File: config.mk
export PLATFORM = sky130hd
export DESIGN_NAME = synth_prog_loader
export DESIGN_NICKNAME = d
export VERILOG_FILES = /design/src/rtl/synth_prog_pkg.sv /design/src/rtl/pin_sync.sv /design/src/rtl/bit_collector.sv /design/src/rtl/word_commit.sv /design/src/rtl/synth_prog_loader.sv
export SDC_FILE = /design/constraint.sdc
export NUM_CORES = 1
export LEC_CHECK = 0
export ABC_AREA = 0
export BUFFER_PORTS_ARGS = -buffer_cell sky130_fd_sc_hd__buf_2
export CAP_MARGIN = 20
export CORE_UTILIZATION = 56
export DETAILED_ROUTE_END_ITERATION = 12
export GPL_ROUTABILITY_DRIVEN = 0
export PLACE_DENSITY_LB_ADDON = 0.08
export SYNTH_ARGS = -nofsm -noshare
export SYNTH_HDL_FRONTEND = slang
export SYNTH_SLANG_ARGS = --single-unit
export TNS_END_PERCENT = 20
File: constraint.sdc
create_clock -name clk -period 1.8 [get_ports clk]
set_input_delay 0.18 -clock clk [delete_from_list [all_inputs] [get_ports clk]]
set_output_delay 0.18 -clock clk [all_outputs]
set_load 0.02 [all_outputs]
File: src/rtl/synth_prog_pkg.sv
`timescale 1ns/1ps
package synth_prog_pkg;
  // bit positions inside the synchronised pin vector
  localparam int PIN_DATA  = 0;
  localparam int PIN_SCLK  = 1;
  localparam int PIN_EN    = 2;
  localparam int PIN_COUNT = 3;

  // what a closing enable edge does with the collected frame
  typedef enum logic [1:0] {
    FRAME_NONE    = 2'd0,
    FRAME_DISCARD = 2'd1,
    FRAME_SHORT   = 2'd2,
    FRAME_FULL    = 2'd3
  } frame_kind_e;
endpackage

File: src/rtl/pin_sync.sv
`timescale 1ns/1ps
module pin_sync #(
  parameter int N      = 3,
  parameter int STAGES = 2
) (
  input  logic         clk,
  input  logic         rst,
  input  logic [N-1:0] pins_i,
  output logic [N-1:0] lvl_o
);
  for (genvar g = 0; g < N; g++) begin : g_bit
    logic [STAGES-1:0] chain;
    always_ff @(posedge clk) begin
      if (rst) chain <= '0;
      else     chain <= {chain[STAGES-2:0], pins_i[g]};
    end
    assign lvl_o[g] = chain[STAGES-1];
  end
endmodule

File: src/rtl/bit_collector.sv
`timescale 1ns/1ps
module bit_collector #(
  parameter int HEAD_LEN = 17,
  parameter int TAIL_LEN = 11,
  localparam int FULL_LEN = HEAD_LEN + TAIL_LEN,
  localparam int CNT_W    = $clog2(FULL_LEN + 1)
) (
  input  logic                clk,
  input  logic                rst,
  input  logic                start_i,
  input  logic                win_i,
  input  logic                tick_i,
  input  logic                bit_i,
  output logic [HEAD_LEN-1:0] head_o,
  output logic [TAIL_LEN-1:0] tail_o,
  output logic [CNT_W-1:0]    cnt_o
);
  logic [HEAD_LEN-1:0] head_q;
  logic [TAIL_LEN-1:0] tail_q;
  logic [CNT_W-1:0]    cnt_q;
  logic                take;
  logic                in_head;

  assign take    = win_i && tick_i && (cnt_q < CNT_W'(FULL_LEN));
  assign in_head = cnt_q < CNT_W'(HEAD_LEN);

  always_ff @(posedge clk) begin
    if (rst) begin
      cnt_q  <= '0;
      head_q <= '0;
      tail_q <= '0;
    end else if (start_i) begin
      cnt_q <= '0;
    end else if (take) begin
      cnt_q <= cnt_q + 1'b1;
      if (in_head) head_q <= {head_q[HEAD_LEN-2:0], bit_i};
      else         tail_q <= {tail_q[TAIL_LEN-2:0], bit_i};
    end
  end

  assign head_o = head_q;
  assign tail_o = tail_q;
  assign cnt_o  = cnt_q;

  a_r6_cnt_cap: assert property (@(posedge clk) disable iff (rst)
    cnt_q <= CNT_W'(FULL_LEN));
  a_r5_idle_hold: assert property (@(posedge clk) disable iff (rst)
    !win_i |=> $stable(cnt_q));
  a_r10_restart: assert property (@(posedge clk) disable iff (rst)
    start_i |=> (cnt_q == '0));
endmodule

File: src/rtl/word_commit.sv
`timescale 1ns/1ps
module word_commit
  import synth_prog_pkg::*;
#(
  parameter int A_W    = 7,
  parameter int M_W    = 10,
  parameter int R_W    = 11,
  parameter int R_MIN  = 3,
  parameter int A_INIT = 0,
  parameter int M_INIT = 8,
  parameter int R_INIT = 3,
  localparam int HEAD_LEN = A_W + M_W,
  localparam int FULL_LEN = HEAD_LEN + R_W,
  localparam int CNT_W    = $clog2(FULL_LEN + 1)
) (
  input  logic                clk,
  input  logic                rst,
  input  logic                close_i,
  input  logic [CNT_W-1:0]    cnt_i,
  input  logic [HEAD_LEN-1:0] head_i,
  input  logic [R_W-1:0]      tail_i,
  output logic [A_W-1:0]      a_o,
  output logic [M_W-1:0]      m_o,
  output logic [R_W-1:0]      r_o,
  output logic                strobe_o,
  output logic                err_o
);
  frame_kind_e kind;
  logic        r_ok;

  always_comb begin
    kind = FRAME_NONE;
    if (close_i) begin
      if (cnt_i < CNT_W'(HEAD_LEN))      kind = FRAME_DISCARD;
      else if (cnt_i == CNT_W'(FULL_LEN)) kind = FRAME_FULL;
      else                                kind = FRAME_SHORT;
    end
  end

  assign r_ok = tail_i >= R_W'(R_MIN);

  always_ff @(posedge clk) begin
    if (rst) begin
      a_o      <= A_W'(A_INIT);
      m_o      <= M_W'(M_INIT);
      r_o      <= R_W'(R_INIT);
      strobe_o <= 1'b0;
      err_o    <= 1'b0;
    end else begin
      strobe_o <= 1'b0;
      err_o    <= 1'b0;
      case (kind)
        FRAME_DISCARD: err_o <= 1'b1;
        FRAME_SHORT, FRAME_FULL: begin
          a_o      <= head_i[HEAD_LEN-1:M_W];
          m_o      <= head_i[M_W-1:0];
          strobe_o <= 1'b1;
          if (kind == FRAME_FULL) begin
            if (r_ok) r_o   <= tail_i;
            else      err_o <= 1'b1;
          end
        end
        default: ;
      endcase
    end
  end

  a_r3_strobe_single: assert property (@(posedge clk) disable iff (rst)
    strobe_o |=> !strobe_o);
  a_r7_err_single: assert property (@(posedge clk) disable iff (rst)
    err_o |=> !err_o);
endmodule

File: src/rtl/synth_prog_loader.sv
`timescale 1ns/1ps
module synth_prog_loader
  import synth_prog_pkg::*;
#(
  parameter int A_W         = 7,
  parameter int M_W         = 10,
  parameter int R_W         = 11,
  parameter int SYNC_STAGES = 2,
  parameter int R_MIN       = 3,
  parameter int A_INIT      = 0,
  parameter int M_INIT      = 8,
  parameter int R_INIT      = 3
) (
  input  logic           clk,
  input  logic           rst,
  input  logic           ser_data_i,
  input  logic           ser_clk_i,
  input  logic           ser_en_i,
  output logic [A_W-1:0] a_word_o,
  output logic [M_W-1:0] m_word_o,
  output logic [R_W-1:0] r_word_o,
  output logic           load_strobe_o,
  output logic           load_err_o
);
  localparam int HEAD_LEN = A_W + M_W;
  localparam int FULL_LEN = HEAD_LEN + R_W;
  localparam int CNT_W    = $clog2(FULL_LEN + 1);

  logic [PIN_COUNT-1:0] pins, lvl;
  logic                 en_prev, sclk_prev;
  logic                 en_rise, en_fall, sclk_fall;
  logic [HEAD_LEN-1:0]  head;
  logic [R_W-1:0]       tail;
  logic [CNT_W-1:0]     cnt;

  always_comb begin
    pins           = '0;
    pins[PIN_DATA] = ser_data_i;
    pins[PIN_SCLK] = ser_clk_i;
    pins[PIN_EN]   = ser_en_i;
  end

  pin_sync #(.N(PIN_COUNT), .STAGES(SYNC_STAGES)) u_sync (
    .clk(clk), .rst(rst), .pins_i(pins), .lvl_o(lvl)
  );

  always_ff @(posedge clk) begin
    if (rst) begin
      en_prev   <= 1'b0;
      sclk_prev <= 1'b0;
    end else begin
      en_prev   <= lvl[PIN_EN];
      sclk_prev <= lvl[PIN_SCLK];
    end
  end

  assign en_rise   =  lvl[PIN_EN]   && !en_prev;
  assign en_fall   = !lvl[PIN_EN]   &&  en_prev;
  assign sclk_fall = !lvl[PIN_SCLK] &&  sclk_prev;

  bit_collector #(.HEAD_LEN(HEAD_LEN), .TAIL_LEN(R_W)) u_collect (
    .clk(clk), .rst(rst), .start_i(en_rise), .win_i(lvl[PIN_EN]),
    .tick_i(sclk_fall), .bit_i(lvl[PIN_DATA]),
    .head_o(head), .tail_o(tail), .cnt_o(cnt)
  );

  word_commit #(
    .A_W(A_W), .M_W(M_W), .R_W(R_W), .R_MIN(R_MIN),
    .A_INIT(A_INIT), .M_INIT(M_INIT), .R_INIT(R_INIT)
  ) u_commit (
    .clk(clk), .rst(rst), .close_i(en_fall), .cnt_i(cnt),
    .head_i(head), .tail_i(tail),
    .a_o(a_word_o), .m_o(m_word_o), .r_o(r_word_o),
    .strobe_o(load_strobe_o), .err_o(load_err_o)
  );

  a_r4_r_hold: assert property (@(posedge clk) disable iff (rst)
    !load_strobe_o |-> $stable(r_word_o));
  a_r7_am_hold: assert property (@(posedge clk) disable iff (rst)
    !load_strobe_o |-> ($stable(a_word_o) && $stable(m_word_o)));
  a_r8_r_floor: assert property (@(posedge clk) disable iff (rst)
    r_word_o >= R_W'(R_MIN));
  a_r5_no_idle_strobe: assert property (@(posedge clk) disable iff (rst)
    (!lvl[PIN_EN] && !en_prev) |=> !load_strobe_o);
endmodule

**Word level (Yosys, flattened, before mapping)**

Cells that the tools add are included.

- Add/subtract/negate cells: 1
- $lt $le $gt $ge: 3
- Eq/ne operators: 4
- Multiplexer cells: 7
- Bitwise operators: 2
- Reductions and logical operators: 13

Operators by type and width:

| kind | count |
|---|---|
| $ge A11 B2 Y1 const B | 1 |
| $lt A5 B5 Y1 const B | 2 |
| $reduce_and A3 Y1 | 3 |
| $add A5 B1 Y5 const B | 1 |
| $eq A5 B5 Y1 const B | 1 |
| $logic_and A1 B1 Y1 | 5 |
| $eq A2 B2 Y1 const B | 2 |
| $mux W1 | 4 |
| $mux W2 | 2 |
| $reduce_or A2 Y1 | 2 |
| $logic_not A1 Y1 | 3 |
| $eq A2 B1 Y1 const B | 1 |
| $not A1 Y1 | 2 |
| $pmux W1 S2 | 1 |

- Bits in registers: 71
- Bits of input ports: 5
- Output and inout port bits: 30
- Word-level logic and storage cells: 43

**Depth between registers and ports, before layout**

- Word-level depth: 7
- Mapped depth: 7
- Depth with buffers taken out: 5

**By module**

Synthesis repeated with hierarchy kept, for this count alone.

- Cells, all modules: 285
- Area total of the unflattened synthesis: 2785.2 um^2

Modules (own cells, without submodules):

| module | instances | cells an instance | area an instance (um^2) |
|---|---|---|---|
| bit_collector | 1 | 123 | 1365.1 |
| word_commit | 1 | 140 | 1168.6 |
| pin_sync | 1 | 15 | 180.2 |
| synth_prog_loader | 1 | 7 | 71.3 |

**Worst setup path before layout**

No wires, ideal clock.

- Path kind: register -> register
- Start: reg u_collect.cnt_q[0] (netlist: u_collect.cnt_o[0])
- End: reg u_collect.head_q[10] (netlist: u_collect.head_o[10])
- Setup time: 124 ps
- Data arrival time: 1402 ps
- Required time: 1676 ps
- Slack: 274 ps
- Stages on the path, launching flop included: 7
- Buffers on the path: 2
- Cells stage by stage: dfxtp_1 > o41ai_4 > nand4_1 > buf_6 > buf_12 > mux2i_1 > nor2_1

- Longest elaborated chain between the ends: 3
- Elaborated cells between the ends (all ways): 4
- Those cells by class: 2 x order compare; 2 x reduce/logical

RTL lines:

| element | line | text |
|---|---|---|
| start: declaration | bit_collector.sv:20 | `logic [CNT_W-1:0] cnt_q;` |
| start signal: assignment | bit_collector.sv:35 | `cnt_q <= cnt_q + 1'b1;` |
| $lt A5 B5 Y1 | bit_collector.sv:24 | `assign take = win_i && tick_i && (cnt_q < CNT_W'(FULL_LEN));` |
| $logic_and A1 B1 Y1 | bit_collector.sv:24 |  |
| $reduce_and A3 Y1 (no source line) * | n/a |  |
| end signal: assignment | bit_collector.sv:36 | `if (in_head) head_q <= {head_q[HEAD_LEN-2:0], bit_i};` |
| end: declaration | bit_collector.sv:18 | `logic [HEAD_LEN-1:0] head_q;` |

Mark *: on every way between the ends. The rest lies on a longest branch, timed or not.
A chain may end at the register's enable or synchronous reset.

**Final worst setup path**

- Start: reg u_collect.cnt_q[1] (netlist: u_collect.cnt_o[1])
- End: reg u_collect.head_q[2] (netlist: u_collect.head_o[2])

Same word-level chain as after synthesis.

==> flow_metrics.py <==
metrics = {
    "yosys": {
        "synth_top_family_by_area": "simple AND/OR/NAND/NOR gates",
        "muxShareOfSynthArea_pct": 14.6,
        "netlist_top_cells_area": "dfxtp_1 53%, mux2i_1 15%, nand2_1 5.1%",
        "ys_seq_elements": 71,
        "ys_types": 35,
        "yosys.area_share.simple_pct": 19.7,
        "yosysWarningCount": 0,
        "synth_compound_area_share_pct": 5.85,
        "synth-main-ff-cell": "dfxtp_1",
        "ys_seq_area_share_pct": 53.2,
        "synthCells": 265,
        "synth_edf_count": 0,
        "synth_top_area_share_pct": 53.2,
        "syn_area_mm2": 0.00267,
        "async_flop_share_pct": 0,
        "syn_nets": 272,
        "syn-mean-instance-area_um2": 10.1,
        "netlist_top_cells_count": "71 x dfxtp_1, 39 x mux2i_1, 36 x nand2_1",
        "yosys.area.top_type": "dfxtp_1",
        "synthMostInstantiatedCell": "dfxtp_1",
        "synth-xor-area-share_pct": 0.984,
        "synthAdderAreaFrac_pct": 0.937,
    },
    "timing": {
        "post-route-min-period_ns": 1.61,
        "final_max_slew_viol_count": 0,
        "finalHoldViolations": 0,
        "clock_skew_ns": 0.00778,
        "worstMarginPinSlew_ns": 0.539,
        "rsz0062_at_grt": "false",
        "slew_headroom_pct": 64.0,
        "whs_ns": 0.0465,
        "fin_setup_tns_ns": 0,
        "setup_viol": 0,
        "max_freq_mhz": 620,
        "fin_crit_sh_pct": 89.6,
    },
    "clocking": {
        "clk_latency_ns": 0.34,
        "cts_resized": 0,
        "cts_buffer_depth": 2,
        "ctsHoldBuffers": 0,
        "cts_tree": "built",
        "cts_max_level": 3,
        "clk_pin_slew_ns": 0.07,
        "cts_num_sinks": 71,
        "numCtsBuffers": 9,
        "cts-root-buf": "clkbuf_8",
        "post_cts_buffers": 0,
    },
    "routing": {
        "via_per_inst": 5.18,
        "ant_nets": 0,
        "vias": 1848,
        "drt_iter0_drc": 137,
        "drtPass1Iterations": 11,
        "avgRoutedWirePerCell_um": 12.9,
        "wirelength_um": 4590,
        "drc": 3,
    },
    "floorplanning": {
        "die_x_um": 71.1,
        "top_level_ports": 35,
        "die-area_mm2": 0.00505,
        "core_area_mm2": 0.00447,
        "start_util_pct": 59.7,
        "rows": 24,
        "die_h_um": 71.1,
    },
    "global_route": {
        "first_global_vias": 1766,
        "grt_max_degree": 39,
        "grtUsageTotal_pct": 20.5,
        "overflow": 0,
        "antenna_found_initial": 0,
        "grt_first_pass_wirelength_um": 7920,
    },
    "critical_path": {
        "crit_arrival_ns": 1.84,
        "worstSetupPathType": "flip-flop to flip-flop",
        "end_kind": "flip-flop",
        "cp.required_ns": 2.03,
        "start_kind": "flip-flop",
        "crit_path_max_fanout": 17,
    },
    "hold_path": {
        "worstHoldPathType": "input port to flip-flop",
    },
    "run": {
        "cap_violations": 0,
    },
    "finish": {
        "synthToLayoutAreaGrowth_pct": 14.7,
        "layout.nets": 307,
        "regArea_mm2": 0.00142,
        "final_core_util_pct": 68.5,
        "stdcell_area_mm2": 0.00306,
        "antenna_cells": 0,
        "drive_gt1_share_pct": 18.7,
        "multiInputGateArea_mm2": 0.00112,
        "fillCellCount": 387,
    },
    "pwr": {
        "finalPower_mw": 3.03,
        "leakage_nw": 1.44,
        "power_density_mw_per_mm2": 989,
        "max-vdd-ir-drop_mv": 0.609,
    },
    "place": {
        "place_area_mm2": 0.00284,
        "hpwl_um": 2880,
        "port_buffers": 34,
    },
    "run_status": {
        "outcome": "complete, but fails checks",
        "violations": "DRC",
    },
}
path summary, 6_finish.rpt:
path / to / slack [ns] / start / cells past startpoint
setup / recovery: u_collect.head_o[2] / 0.19 / u_collect.cnt_o[1] / 5
setup reg to reg: u_collect.head_o[2] / 0.19 / u_collect.cnt_o[1] / 5
hold reg to reg: u_sync.g_bit[0].chain[1] / 0.44 / u_sync.g_bit[0].chain[0] / 1
hold / removal: u_sync.g_bit[2].chain[0] / 0.05 / ser_en_i / 2
through the flow:
stage,cells,setup WS (ns)
4_1_cts,357,0.185
2_1_floorplan,265,0.274
3_5_place_dp,341,0.211
5_1_grt,357,0.0375
3_3_place_gp,341,0.241
6_report,357,0.187
cell type report:
type | instances | share of cell area [%]
clock inverters | 5 | 2.65
repair buffers | 39 | 7.19
flip-flops and latches | 71 | 46.4
multi-input cells | 176 | 36.7
well taps | 52 | 2.12
clock buffers | 11 | 4.61
inverters | 3 | 0.367
where the power goes:
part           leakage (nW)  internal (mW)  total [mW]  switching [mW]
sequential            0.573           1.58        1.58         0.00432
combinational         0.761         0.0169      0.0444          0.0275
clock                 0.110          0.818        1.40           0.585
total                  1.44           2.41        3.03           0.617
cell usage in the layout (no fill, tap or decap), drive strengths merged, types with 2 or more instances in the layout:
cell / Yosys / layout
nor2b: 8 / 8
bufinv: 0 / 2
nor3: 2 / 2
buf: 7 / 39
and3: 3 / 3
nor2: 29 / 29
clkinv: 0 / 2
nand4: 3 / 3
ha: 2 / 2
nand3: 6 / 6
mux2i: 39 / 39
inv: 3 / 3
nand2b: 18 / 18
xor2: 2 / 2
clkbuf: 6 / 11
nand2: 36 / 36
a21oi: 17 / 17
dfxtp: 71 / 71
per-layer routing:
layer	share of wire (%)	vias up	GRT usage, %
met4	2.3	0	12.2
met2	46	32	32.3
met3	3.6	9	5.56
met5	0	-	0
li1	-	952	-
met1	48	855	25.1
cells by family (layout without fill, tap and decap cells):
group | after synthesis | in the layout
flip-flops | 71 | 71
AND/OR/NAND/NOR | 109 | 109
buffers and inverters | 18 | 58
AO/OA/AOI/OAI | 23 | 23
XOR/XNOR | 3 | 3
multiplexers | 39 | 39
adder cells (fa/ha/maj) | 2 | 2
registers in the layout, indices dropped and copies added, names as in the netlist:
| register | cells |
|---|---|
| sclk_prev | 1 |
| u_commit.err_o | 1 |
| u_commit.r_o | 11 |
| en_prev | 1 |
| u_collect.head_o | 17 |
| u_commit.a_o | 7 |
| u_collect.cnt_o | 5 |
| u_commit.m_o | 10 |
| u_commit.strobe_o | 1 |
| u_collect.tail_o | 11 |
| u_sync.g_bit.chain | 6 |
worst max-delay path: stages, from the launching register on:
cell and delay [ns]:
dfxtp_1 0.38, o41ai_4 0.45, nand4_1 0.22, buf_12 0.22, mux2i_1 0.17, nor2_1 0.05
No activity file was read; power rests on OpenSTA's default activity.
